File: config.mk
export PLATFORM = sky130hd
export DESIGN_NAME = scan_seq_top
export DESIGN_NICKNAME = d
export VERILOG_FILES = /design/src/rtl/scan_seq_pkg.sv /design/src/rtl/scan_map_regs.sv /design/src/rtl/scan_map_check.sv /design/src/rtl/scan_engine.sv /design/src/rtl/scan_seq_top.sv
export SDC_FILE = /design/constraint.sdc
export NUM_CORES = 1
export LEC_CHECK = 0
export BUFFER_PORTS_ARGS = -buffer_cell sky130_fd_sc_hd__buf_2
export CORE_ASPECT_RATIO = 0.9
export CORE_MARGIN = 4
export CORE_UTILIZATION = 59
export CTS_CLUSTER_SIZE = 16
export DETAILED_ROUTE_END_ITERATION = 16
export PLACE_DENSITY = 0.78
export SYNTH_ARGS = -nofsm -noshare
export SYNTH_HDL_FRONTEND = slang
export SYNTH_SLANG_ARGS = --single-unit
File: constraint.sdc
create_clock -name clk -period 7.9 [get_ports clk]
set_input_delay 0.79 -clock clk [delete_from_list [all_inputs] [get_ports clk]]
set_output_delay 0.79 -clock clk [all_outputs]
set_load 0.02 [all_outputs]
File: src/rtl/scan_seq_pkg.sv
package scan_seq_pkg;
   localparam int RANK_W  = 3;
   localparam int PSEL_W  = 2;
   localparam int CFG_W   = RANK_W + PSEL_W + 2;

   // Field order from LSB: pin enable, scan enable, rank, pin selector
   typedef struct packed {
      logic [PSEL_W-1:0] psel;
      logic [RANK_W-1:0] rank;
      logic              scan_en;
      logic              pin_en;
   } chan_cfg_t;

   typedef enum logic [0:0] {
      ST_IDLE = 1'b0,
      ST_CONV = 1'b1
   } scan_state_e;
endpackage

File: src/rtl/scan_map_regs.sv
module scan_map_regs
   import scan_seq_pkg::*;
#(
   parameter int N_CH     = 6,
   parameter int PER_WORD = 3,
   parameter int SLOT_W   = 8,
   localparam int N_WORDS = N_CH / PER_WORD,
   localparam int SEL_W   = $clog2(N_WORDS),
   localparam int WORD_W  = PER_WORD * SLOT_W
) (
   input  logic                   clk,
   input  logic                   rst_n,
   input  logic                   lock,
   input  logic                   wr_en,
   input  logic [SEL_W-1:0]       wr_sel,
   input  logic [WORD_W-1:0]      wr_data,
   input  logic [SEL_W-1:0]       rd_sel,
   output logic [WORD_W-1:0]      rd_data,
   output chan_cfg_t [N_CH-1:0]   cfg_o
);
   chan_cfg_t [N_CH-1:0] cfg_q;

   for (genvar g = 0; g < N_CH; g++) begin : g_ch
      localparam int WORD_IDX = g / PER_WORD;
      localparam int SLOT_IDX = g % PER_WORD;
      logic hit;
      assign hit = wr_en && !lock && (wr_sel == SEL_W'(WORD_IDX));
      always_ff @(posedge clk or negedge rst_n) begin
         if (!rst_n)   cfg_q[g] <= '0;
         else if (hit) cfg_q[g] <= chan_cfg_t'(wr_data[SLOT_IDX*SLOT_W +: CFG_W]);
      end
   end

   always_comb begin
      rd_data = '0;
      for (int w = 0; w < N_WORDS; w++) begin
         if (rd_sel == SEL_W'(w)) begin
            for (int j = 0; j < PER_WORD; j++)
               rd_data[j*SLOT_W +: CFG_W] = cfg_q[w*PER_WORD + j];
         end
      end
   end

   assign cfg_o = cfg_q;

   AST_MAP_LOCKED: assert property (@(posedge clk) disable iff (!rst_n)
      lock |=> $stable(cfg_q));
endmodule

File: src/rtl/scan_map_check.sv
module scan_map_check
   import scan_seq_pkg::*;
#(
   parameter int N_CH   = 6,
   localparam int CNT_W = $clog2(N_CH + 1)
) (
   input  chan_cfg_t [N_CH-1:0] cfg_i,
   output logic [CNT_W-1:0]     n_en,
   output logic                 order_err,
   output logic                 pin_err
);
   logic [N_CH-1:0] bad_rank;
   logic [N_CH-1:0] drives;
   logic            dup_rank;
   logic            dup_pin;

   always_comb begin
      n_en = '0;
      for (int i = 0; i < N_CH; i++)
         n_en = n_en + CNT_W'(cfg_i[i].scan_en);
   end

   for (genvar g = 0; g < N_CH; g++) begin : g_rank
      assign bad_rank[g] = cfg_i[g].scan_en &&
                           ((cfg_i[g].rank == '0) || (cfg_i[g].rank == '1) ||
                            (32'(cfg_i[g].rank) > 32'(n_en)));
      assign drives[g]   = cfg_i[g].scan_en && cfg_i[g].pin_en;
   end

   always_comb begin
      dup_rank = 1'b0;
      dup_pin  = 1'b0;
      for (int i = 0; i < N_CH; i++) begin
         for (int j = i + 1; j < N_CH; j++) begin
            if (cfg_i[i].scan_en && cfg_i[j].scan_en && (cfg_i[i].rank == cfg_i[j].rank))
               dup_rank = 1'b1;
            if (drives[i] && drives[j] && (cfg_i[i].psel == cfg_i[j].psel))
               dup_pin = 1'b1;
         end
      end
   end

   assign order_err = (|bad_rank) || dup_rank;
   assign pin_err   = dup_pin;
endmodule

File: src/rtl/scan_engine.sv
module scan_engine
   import scan_seq_pkg::*;
#(
   parameter int N_CH    = 6,
   localparam int CNT_W  = $clog2(N_CH + 1),
   localparam int CH_W   = $clog2(N_CH),
   localparam int PIN_N  = 1 << PSEL_W
) (
   input  logic                 clk,
   input  logic                 rst_n,
   input  chan_cfg_t [N_CH-1:0] cfg_i,
   input  logic [CNT_W-1:0]     n_en,
   input  logic                 map_ok,
   input  logic                 start,
   input  logic                 conv_done,
   output logic                 busy,
   output logic [CH_W-1:0]      ch_sel,
   output logic [PIN_N-1:0]     pins,
   output logic                 scan_done
);
   scan_state_e       state_q;
   logic [RANK_W-1:0] rank_q;
   logic              hit;
   logic              sel_pe;
   logic [PSEL_W-1:0] sel_ps;
   logic              last;

   always_comb begin
      hit    = 1'b0;
      ch_sel = '0;
      sel_pe = 1'b0;
      sel_ps = '0;
      for (int i = 0; i < N_CH; i++) begin
         if (cfg_i[i].scan_en && (cfg_i[i].rank == rank_q)) begin
            hit    = 1'b1;
            ch_sel = CH_W'(i);
            sel_pe = cfg_i[i].pin_en;
            sel_ps = cfg_i[i].psel;
         end
      end
   end

   assign busy = (state_q == ST_CONV);
   assign last = (32'(rank_q) == 32'(n_en));

   always_comb begin
      pins = '0;
      if (busy && hit && sel_pe) pins[sel_ps] = 1'b1;
   end

   always_ff @(posedge clk or negedge rst_n) begin
      if (!rst_n) begin
         state_q   <= ST_IDLE;
         rank_q    <= '0;
         scan_done <= 1'b0;
      end else begin
         scan_done <= 1'b0;
         case (state_q)
            ST_IDLE: if (start && map_ok) begin
               state_q <= ST_CONV;
               rank_q  <= RANK_W'(1);
            end
            ST_CONV: if (conv_done) begin
               if (last) begin
                  state_q   <= ST_IDLE;
                  rank_q    <= '0;
                  scan_done <= 1'b1;
               end else begin
                  rank_q <= rank_q + RANK_W'(1);
               end
            end
            default: state_q <= ST_IDLE;
         endcase
      end
   end

   AST_PINS_ONEHOT: assert property (@(posedge clk) disable iff (!rst_n)
      $onehot0(pins));
   AST_IDLE_PINS_LOW: assert property (@(posedge clk) disable iff (!rst_n)
      !busy |-> (pins == '0));
   AST_START_REFUSED: assert property (@(posedge clk) disable iff (!rst_n)
      (!busy && start && !map_ok) |=> !busy);
   AST_RANK_HIT: assert property (@(posedge clk) disable iff (!rst_n)
      busy |-> (hit && rank_q != '0 && 32'(rank_q) <= 32'(n_en)));
   AST_DONE_PULSE: assert property (@(posedge clk) disable iff (!rst_n)
      scan_done |=> !scan_done);
endmodule

File: src/rtl/scan_seq_top.sv
module scan_seq_top
   import scan_seq_pkg::*;
#(
   parameter int N_CH     = 6,
   parameter int PER_WORD = 3,
   parameter int SLOT_W   = 8,
   localparam int N_WORDS = N_CH / PER_WORD,
   localparam int SEL_W   = $clog2(N_WORDS),
   localparam int WORD_W  = PER_WORD * SLOT_W,
   localparam int CNT_W   = $clog2(N_CH + 1),
   localparam int CH_W    = $clog2(N_CH),
   localparam int PIN_N   = 1 << PSEL_W
) (
   input  logic              clk,
   input  logic              rst_n,
   input  logic              wr_en,
   input  logic [SEL_W-1:0]  wr_sel,
   input  logic [WORD_W-1:0] wr_data,
   input  logic [SEL_W-1:0]  rd_sel,
   output logic [WORD_W-1:0] rd_data,
   input  logic              start,
   input  logic              conv_done,
   output logic              busy,
   output logic [CH_W-1:0]   ch_sel,
   output logic [PIN_N-1:0]  pins,
   output logic              order_err,
   output logic              pin_err,
   output logic              scan_done
);
   if (N_CH % PER_WORD != 0) begin : g_bad_split
      $error("N_CH must be a multiple of PER_WORD");
   end
   if (N_WORDS < 2) begin : g_bad_words
      $error("at least two map words are required");
   end
   if (SLOT_W < CFG_W) begin : g_bad_slot
      $error("SLOT_W too narrow for a channel entry");
   end
   if (N_CH > (1 << RANK_W) - 2) begin : g_bad_rank
      $error("rank field cannot order N_CH channels");
   end

   chan_cfg_t [N_CH-1:0] cfg;
   logic [CNT_W-1:0]     n_en;
   logic                 map_ok;

   scan_map_regs #(.N_CH(N_CH), .PER_WORD(PER_WORD), .SLOT_W(SLOT_W)) u_regs (
      .clk(clk), .rst_n(rst_n), .lock(busy),
      .wr_en(wr_en), .wr_sel(wr_sel), .wr_data(wr_data),
      .rd_sel(rd_sel), .rd_data(rd_data), .cfg_o(cfg)
   );

   scan_map_check #(.N_CH(N_CH)) u_check (
      .cfg_i(cfg), .n_en(n_en), .order_err(order_err), .pin_err(pin_err)
   );

   assign map_ok = !order_err && !pin_err && (n_en != '0);

   scan_engine #(.N_CH(N_CH)) u_engine (
      .clk(clk), .rst_n(rst_n), .cfg_i(cfg), .n_en(n_en), .map_ok(map_ok),
      .start(start), .conv_done(conv_done), .busy(busy), .ch_sel(ch_sel),
      .pins(pins), .scan_done(scan_done)
   );
endmodule

* After elaboration in Yosys (flattened, before gate mapping)
Cells that the tools add are included.
** Cells by class
- Div/mod/pow operators :: 0
- Mux-type cells :: 70
- Equal/unequal tests :: 45
- Reductions and logical operators :: 112
- Order comparisons :: 8
- Bitwise gates (word level) :: 2
- Add/subtract/negate cells :: 6
- $mul :: 0
- Shifts and indexed selects :: 0
** Operator list (count)
- logical AND 1 bit :: 87
- == test 3 bit :: 22
- two-way mux 1 bit :: 50
- == test 2 bit :: 15
- two-way mux 7 bit :: 3
- == test 3 bit (second input constant) :: 6
- greater-than comparator 3 bit :: 6
- logical NOT 3 bit :: 6
- two-way mux 2 bit :: 8
- two-way mux 3 bit :: 5
- logical OR 1 bit :: 13
- adder 3 x 1 -> 3 bit :: 4
- one-hot mux 3 bit (2 select lines) :: 1
- OR reduction 6 bit :: 1
- two-way mux 4 bit :: 1
- adder 3 x 1 -> 3 bit (second input constant) :: 1
- logical NOT 1 bit :: 3
- less-than comparator 2 x 3 -> 1 bit (second input constant) :: 1
- nonzero test 3 bit :: 1
- adder 1 x 1 -> 2 bit :: 1
- demux 1 bit (select 2 bit) :: 1
- >= comparator 2 x 1 -> 1 bit (second input constant) :: 1
- != test 2 x 1 -> 1 bit (second input constant) :: 1
- != test 2 bit (second input constant) :: 1
- other kinds (3) :: 4
** Storage, ports and cells
- Output and inout bits :: 35
- Bits in read-only memories :: 0
- Bits in registers :: 47
- Bits of input ports :: 31
- RAM bits :: 0
- Logic and storage cells :: 270
- Memories kept :: 0
- Bits in latches :: 0

* Logic depth before layout (Yosys ltp)
Gate-level depths: netlist (run 1).
- Depth in word-level cells :: 24
- Mapped depth :: 13
- Mapped depth without buffers :: 13

* Modules after synthesis
A second synthesis (run 1) with hierarchy kept.
** Unflattened totals
- Cell total of the unflattened synthesis :: 469
- Area, all modules :: 4561.9 µm²
** By module, submodules not included
- scan_map_regs :: area an instance 1880.6 µm², cells an instance 117, sequential area each 1051.0 µm², instances 1
- scan_map_check :: area an instance 1860.5 µm², cells an instance 258, sequential area each 0.0 µm², instances 1
- scan_engine :: area an instance 810.8 µm², cells an instance 92, sequential area each 125.1 µm², instances 1
- scan_seq_top :: area an instance 10.0 µm², cells an instance 2, sequential area each 0.0 µm², instances 1

* Worst setup path before layout (run 1)
Ideal clock, no wire load.
- Path type :: register -> output
- From :: register u_regs.cfg_q (netlist bit u_regs.cfg_o[29])
- To :: output order_err
- Data arrival time :: 3.342 ns
- Required time :: 7.110 ns
- Cell stages (with the launch flop) :: 13
- Buffers on the path :: 1
- Path slack :: 3.768 ns
- Path through :: dfrtp_1 -> clkbuf_1 -> inv_1 -> fa_1 -> fa_1 -> inv_1 -> ha_1 -> nor2_1 -> maj3_1 -> o211ai_1 -> nand4_1 -> a2111oi_4 -> nand2_1
** On the way
- Word-level cells in the longest chain between the ends :: 15
- Elaborated cells between the ends (all ways) :: 44
- Classes of those cells :: add/sub: 2; order compare: 6; mux: 12; reduce/logical: 24
** RTL lines
- start, declared :: line scan_map_regs.sv:21 : chan_cfg_t [N_CH-1:0] cfg_q;
- start signal, assigned by index :: line scan_map_regs.sv:30 : else if (hit) cfg_q[g] <= chan_cfg_t'(wr_data[SLOT_IDX*SLOT_W +: CFG_W]);
- parallel branches: the longest is 14 deep, another holds adder 3 x 1 -> 3 bit
- logical OR 1 bit * :: line scan_map_check.sv:43 : assign order_err = (|bad_rank) || dup_rank;
- end, declared :: line scan_seq_top.sv:26 : output logic order_err,
Mark *: on every way between the ends.

* Worst setup path in the final report (run 1)
- From :: register u_regs.cfg_q (netlist bit u_regs.cfg_o[1])
- To :: output order_err
** On the way
- Word-level cells in the longest chain between the ends :: 18
- Elaborated cells between the ends (all ways) :: 50
- Classes of those cells :: add/sub: 5; order compare: 6; mux: 15; reduce/logical: 24
** RTL lines (line)
- parallel branches: the longest is 17 deep, another holds adder 3 x 1 -> 3 bit
- logical OR 1 bit * :: scan_map_check.sv:43
Marks and branches as above.

==> out/results.ini, run 1 <==
[synth]
synth_top_cell_by_area=dfrtp_1
yosysSeqAreaShare_pct=26.9
ys_warn_count=0
syn_inst=502
synth.distinct_cells=66
async_flop_share_pct=100
netlist_top_cells_area=dfrtp_1 27%, mux2_2 13%, xor2_1 13%
synthFlopType=dfrtp_1
avgSynthCellArea_sq_um=8.72
ys_seq_elements=47
synthTopCellsByCount=63 x xor2_1, 57 x nand2_1, 52 x mux2_2
synth-edff-count=0
synth_mux_area_share_pct=14.1
netlist.area_leader.share_pct=26.9
synth_compound_area_share_pct=12.2
synthAdderAreaFrac_pct=4.34
synthSimpleGateAreaFrac_pct=16.4
synthXorXnorAreaFrac_pct=17.8
yosysMostFrequentCell=xor2_1
synth_top_family_by_area=XOR/XNOR gates
syn_area_sq_mm=0.00438

[die]
rows=29
die-area_sq_mm=0.00886
fp.dieW_microns=98.8
io_pins=66
start_util_pct=61.2
die_h_microns=89.7
core-area_sq_mm=0.00715

[sta]
worstMarginPinSlew_ns=1.08
rsz0062_at_grt=no
max_freq_mhz=195
layout_setup_ws_ns=2.76
setup_viol=0
timing_hold_violations_final=0
whs_ns=0.581
report.final.slew_viol_count=0
timing.final.crit_period_ns=5.14
min_period_over_period_pct=65.0
tns_ns=0
fin_worst_skew_ns=0.00586
relSlewSlack_pct=27.9

[grt]
overflow=0
grt_pass1_vias=3804
grt_max_degree=48
grt_util_all_layers_pct=26.8
grt_pass1_wl_microns=19400
antenna_found_initial=0

[clock_tree]
holdBufCountCts=0
clkTransAtPathRegs_ns=0.10
cts_setup_buffers=0
cts_buffer_depth=2
clk_latency_ns=0.31
cts.repair.resized=0
cts_root_buf=clkbuf_8
cts_buffers=5
cts_tree=yes
cts.sinks=47
htree_levels=2

[placement]
place.gp.congestion=0.944
place_ws_ns=3.19
port_buffers=59
dp_hpwl_microns=8260

[outcome]
status=complete, no violations

[worst_setup_path]
start_kind=flip-flop
required_ns=7.11
crit_buf_inv=3
cp.arrival_ns=4.35
cp-end-kind=primary output
cp_slowest_stage_delay_ns=0.64
worst-path-max-fanout=10
slowest_stage=dfrtp_1
critical_path_class=reg -> out
crit_family=adder cells
cp_cell_sequence=ha_1 > inv_1 > fa_1 > fa_1 > inv_1 > ha_1 > or2_2 > a31oi_1 > o2111ai_1 > a221oi_1 > a311oi_2 > nand2_1 > buf_2

[detailed_routing]
ant_nets=0
wirelength_microns=11700
drt_drc_violations_left=0
initialDrtViolationCount=288
via_per_inst=6.20
firstDrtPassIters=5
num_vias=3801
wire_per_inst_microns=19.1

[power]
p_leak_nw=2.02
power.density_mw_per_mm2=417
peakVddDrop_uv=264

[layout]
drive_gt1_share_pct=25.6
area_growth_pct=5.92
num-nets-final=561
fillers=594
antenna_cells=0

[job]
drv_cap=0

[hold_path]
hp-class=reg -> reg

-- routing by layer --
metal | track usage, % | part of all wire (%) | up-vias
met1 | 38.8 | 44 | 1838
met4 | 7.96 | 1.4 | 0
met5 | 0 | 0 | -
li1 | - | - | 1763
met3 | 3.72 | 8.3 | 20
met2 | 41.5 | 46 | 180
-- logic make-up (layout without fill, tap and decap cells) --
kind of cell               after synthesis  in the layout
DFF                                     47             47
AOI/OAI and AO/OA                       75             75
muxes                                   55             55
buffers and inverters                   77             93
and+or+nand+nor                        145            145
adders and majority gates               14             14
xor gates and xnor gates                88             88
other                                    1              3
-- flip-flops by register name, indices dropped and copies added, names as in the netlist --
register,cells
u_regs.cfg_o,42
u_engine.busy,1
u_engine.rank_q,3
u_engine.scan_done,1
-- placed cells by master (no fill, tap or decap), types with 3 or more instances in the layout --
| master | count |
|---|---|
| a211oi_1 | 3 |
| xor2_1 | 63 |
| maj3_1 | 3 |
| a31oi_1 | 3 |
| o2111ai_1 | 3 |
| mux2_2 | 52 |
| nand3_1 | 4 |
| xnor2_1 | 24 |
| a2111oi_0 | 3 |
| nand4_1 | 7 |
| clkbuf_8 | 5 |
| fa_1 | 3 |
| nor3_1 | 10 |
| nand2_1 | 57 |
| conb_1 | 3 |
| mux2i_1 | 3 |
| o211ai_1 | 6 |
| inv_1 | 22 |
| ha_1 | 8 |
| or2_2 | 3 |
| nor2_1 | 24 |
| buf_2 | 59 |
| o21ai_0 | 21 |
| nand2b_1 | 5 |
| nor4_1 | 18 |
| dfrtp_1 | 47 |
| a21oi_1 | 9 |
-- stage by stage --
step	power [mW]	util (%)	area (sq um)	instances
3_5_place_dp	1.76	63.6	4550	605
4_1_cts	1.92	64.9	4640	613
6_report	1.93	64.9	4640	613
5_1_grt	2.10	64.9	4640	613
3_3_place_gp	1.70	63.6	4550	605
2_1_floorplan	1.50	-	4390	504
-- final timing paths --
kind / start / to / slack, ns / cells after the start
max: u_regs.cfg_o[1] / order_err / 2.76 / 13
min: u_regs.cfg_o[14] / u_regs.cfg_o[14] / 0.58 / 1
max reg2reg: u_regs.cfg_o[1] / u_engine.rank_q[2] / 3.51 / 12
min reg2reg: u_regs.cfg_o[14] / u_regs.cfg_o[14] / 0.58 / 1
max in group asynchronous: rst_n / u_regs.cfg_o[32] / 6.57 / 1
min in group asynchronous: rst_n / u_regs.cfg_o[16] / 0.67 / 1
-- layout make-up --
| class | instances | area, sq um | area share (%) |
|---|---|---|---|
| multi-input cells | 380 | 2850 | 61.5 |
| flip-flops and latches | 47 | 1180 | 25.4 |
| repair buffers | 61 | 310 | 6.69 |
| well taps | 93 | 116 | 2.51 |
| inverters | 24 | 90.1 | 1.94 |
| clock buffers | 5 | 68.8 | 1.48 |
| clock inverters | 3 | 22.5 | 0.486 |
-- power breakdown --
| group | internal [mW] | switching, mW | leakage [nW] |
|---|---|---|---|
| sequential | 0.312 | 0.286 | 0.561 |
| clock | 0.0636 | 0.0925 | 0.0485 |
| combinational | 0.538 | 0.642 | 1.41 |
No activity file was read; power rests on OpenSTA's default activity.
==> inputs of run 2 (changes only) <==
--- a/config.mk
+++ b/config.mk
@@ -8,10 +8,10 @@
 export BUFFER_PORTS_ARGS = -buffer_cell sky130_fd_sc_hd__buf_2
 export CORE_ASPECT_RATIO = 0.9
 export CORE_MARGIN = 4
-export CORE_UTILIZATION = 59
+export CORE_UTILIZATION = 53
 export CTS_CLUSTER_SIZE = 16
 export DETAILED_ROUTE_END_ITERATION = 16
-export PLACE_DENSITY = 0.78
+export PLACE_DENSITY = 0.74
 export SYNTH_ARGS = -nofsm -noshare
 export SYNTH_HDL_FRONTEND = slang
 export SYNTH_SLANG_ARGS = --single-unit
==> constraint.sdc (replaced) <==
create_clock -name clk -period 4.25 [get_ports clk]
set_input_delay 0.425 -clock clk [delete_from_list [all_inputs] [get_ports clk]]
set_output_delay 0.425 -clock clk [all_outputs]
set_load 0.02 [all_outputs]
==> run 2 against run 1 <==
  * The flow now finishes with violations (negative setup slack)
  * Critical path depth decreased by 1
  * First-iteration DRC count increased by 83%
  * Critical path type unchanged
  * Count of clock-buffer cells in the layout unchanged
  * Cell area increased by 5.7%
  * Clock power increased by 91%
==> out/results.ini, run 2 (synthesized netlist as in run 1, its figures left out) <==
[clock_tree]
htree_levels=2  ; unchanged
cts_buffers=5  ; unchanged
cts_tree=yes  ; unchanged
cts_buffer_depth=2  ; unchanged
clk_latency_ns=0.31  ; about the same
cts.sinks=47  ; unchanged
clkTransAtPathRegs_ns=0.10  ; about the same
holdBufCountCts=0  ; unchanged
cts_root_buf=clkbuf_8  ; unchanged

[sta]
fin_worst_skew_ns=0.00783  ; was 0.00586 ns
report.final.slew_viol_count=0  ; unchanged
tns_ns=-0.00471  ; was 0 ns
min_period_over_period_pct=100
relSlewSlack_pct=37.7  ; was 27.9%
max_freq_mhz=235
layout_setup_ws_ns=-0.00471  ; was 2.76 ns
rsz0062_at_grt=yes  ; was no
timing.final.crit_period_ns=4.25
timing_hold_violations_final=0  ; unchanged
setup_viol=1  ; was 0
worstMarginPinSlew_ns=0.930  ; was 1.08 ns

[worst_setup_path]
cp-end-kind=primary output  ; unchanged
r2r-start=u_regs.cfg_o[1]  ; unchanged
worstRegToRegCells=16  ; was 12
critical_path_class=reg -> out  ; unchanged
worst-path-max-fanout=6  ; was 10
required_ns=3.83  ; was 7.11 ns
endpoint=order_err  ; unchanged
start_kind=flip-flop  ; unchanged
crit_start=u_regs.cfg_o[1]  ; unchanged
ff2ff_setup_slack_ns=0.26  ; was 3.51 ns
cp.arrival_ns=3.83  ; was 4.35 ns
rr_endpoint=u_engine.rank_q[2]  ; unchanged

[power]
p_leak_nw=2.10  ; was 2.02 nW
pwr-share-seq_pct=25.7  ; was 30.9%
clockPowerShare_pct=7.2  ; was 8.1%
peakVddDrop_uv=370  ; was 264 uV
swShare_pct=51.3  ; was 52.8%
p_sw_mw=2.11  ; was 1.02 mW
cellInternalPower_mw=2.01  ; was 0.914 mW
power.density_mw_per_mm2=840  ; was 417 mW/mm^2
combinationalPowerShare_pct=67.0  ; was 61.0%

[grt]
grt_util_all_layers_pct=24.7  ; was 26.8%
antenna_found_initial=0  ; unchanged
overflow=0  ; unchanged
grt_pass1_vias=3713  ; was 3804
grt_pass1_wl_microns=19400  ; about the same
grt_max_degree=48  ; unchanged

[layout]
antenna_cells=0  ; unchanged
final_common_cell=xor2_1  ; unchanged
num-nets-final=575  ; was 561
drive_gt1_share_pct=31.5  ; was 25.6%
most-common-layout-cells=63 x xor2_1, 58 x buf_2, 57 x nand2_1  ; was 63 x xor2_1, 59 x buf_2, 57 x nand2_1
largest_register_ffs=42  ; unchanged
final_cells=633  ; was 613
area_growth_pct=12.0  ; was 5.92%
fillers=666  ; was 594

[job]
drv_cap=0  ; unchanged

[placement]
dp.cells=621  ; was 605
port_buffers=59  ; unchanged
dp_hpwl_microns=8500  ; was 8260 microns
place.gp.congestion=0.972  ; was 0.944

[detailed_routing]
wirelength_microns=12100  ; was 11700 microns
num_vias=3963  ; was 3801
ant_nets=0  ; unchanged
drt_drc_violations_left=0  ; unchanged
initialDrtViolationCount=527  ; was 288
via_per_inst=6.26  ; was 6.20
firstDrtPassIters=5  ; unchanged
wire_per_inst_microns=19.1  ; about the same

[die]
io_pins=66  ; unchanged
core-area_sq_mm=0.00803  ; was 0.00715 sq mm
die_h_microns=94.2  ; was 89.7 microns
rows=31  ; was 29
fp.dieW_microns=104  ; was 98.8 microns
die-area_sq_mm=0.00978  ; was 0.00886 sq mm
start_util_pct=54.5  ; was 61.2%

[outcome]
status=finished with violations  ; was complete, no violations
failed_checks=negative setup slack

[hold_path]
hp-class=in -> async  ; was reg -> reg

[run 2: cell count changes in the layout (fill, tap and decap cells not counted), sizes merged]
cell      delta
clkinvlp     +1
buf         +14
clkinv       -1
[run 2: worst min path at each step]
stage | to | depth (start not counted)
2_1_floorplan | u_engine.busy | 0
3_3_place_gp | u_regs.cfg_o[0] | 1
3_5_place_dp | u_engine.busy | 2
4_1_cts | u_regs.cfg_o[3] | 2
5_1_grt | u_regs.cfg_o[3] | 2
6_report | u_engine.busy | 2
[run 2: metal layers]
layer	track usage [%]	share of wire (%)	vias up
met5	0	0	-
met4	5.65	1.7	0
met3	5.43	10	28
met2	38.2	44	235
met1	35.4	44	1911
li1	-	-	1789
[run 2: what timing repair did]
action                                  in CTS  in global routing
gates resized for setup                      3                 26
buffers inserted                             0                  4
pin swaps                                    1                 13
endpoints found under the setup margin       1                  1
gates cloned                                 0                  0
[run 2: worst max-delay path, cell delays in order (launching register included)]
cell and delay (ns):
dfrtp_1 0.43, ha_4 0.28, inv_2 0.03, fa_1 0.49
fa_2 0.63, clkinv_4 0.13, ha_4 0.29, nor2_1 0.06
o311ai_0 0.44, nor3_2 0.13, a2111oi_4 0.35, nand2_1 0.12
buf_6 0.14
[run 2: through the flow]
| step | worst slack [ns] | total power, mW | hold WS (ns) | cell area [sq um] | utilization [%] |
|---|---|---|---|---|---|
| CTS | 0.00681 | 3.68 | 0.229 | 4740 | 59.0 |
| floorplan | 0.483 | 2.78 | 0.129 | 4390 | - |
| finish | -0.00471 | 4.12 | 0.180 | 4900 | 61.1 |
| detailed placement | 0.214 | 3.35 | 0.566 | 4630 | 57.6 |
| global placement | 0.275 | 3.24 | 0.548 | 4630 | 57.6 |
| global route | -0.0965 | 4.43 | 0.254 | 4900 | 61.1 |
[run 2: layout make-up]
class | instances | area (sq um) | area share (%)
tap | 99 | 124 | 2.53
sequential | 47 | 1180 | 24.0
inverter | 24 | 95.1 | 1.94
clock inverter | 3 | 27.5 | 0.562
timing repair buffer | 75 | 422 | 8.60
multi-input combinational | 380 | 2990 | 61.0
clock buffer | 5 | 68.8 | 1.40
[run 2: power groups by stage]
stage               sequential, mW  combinational, mW  clock [mW]
floorplan                    0.668               2.12           0
global placement              1.03               2.21           0
detailed placement            1.05               2.30           0
CTS                           1.04               2.34       0.302
global route                  1.09               3.01       0.324
finish                        1.06               2.76       0.298
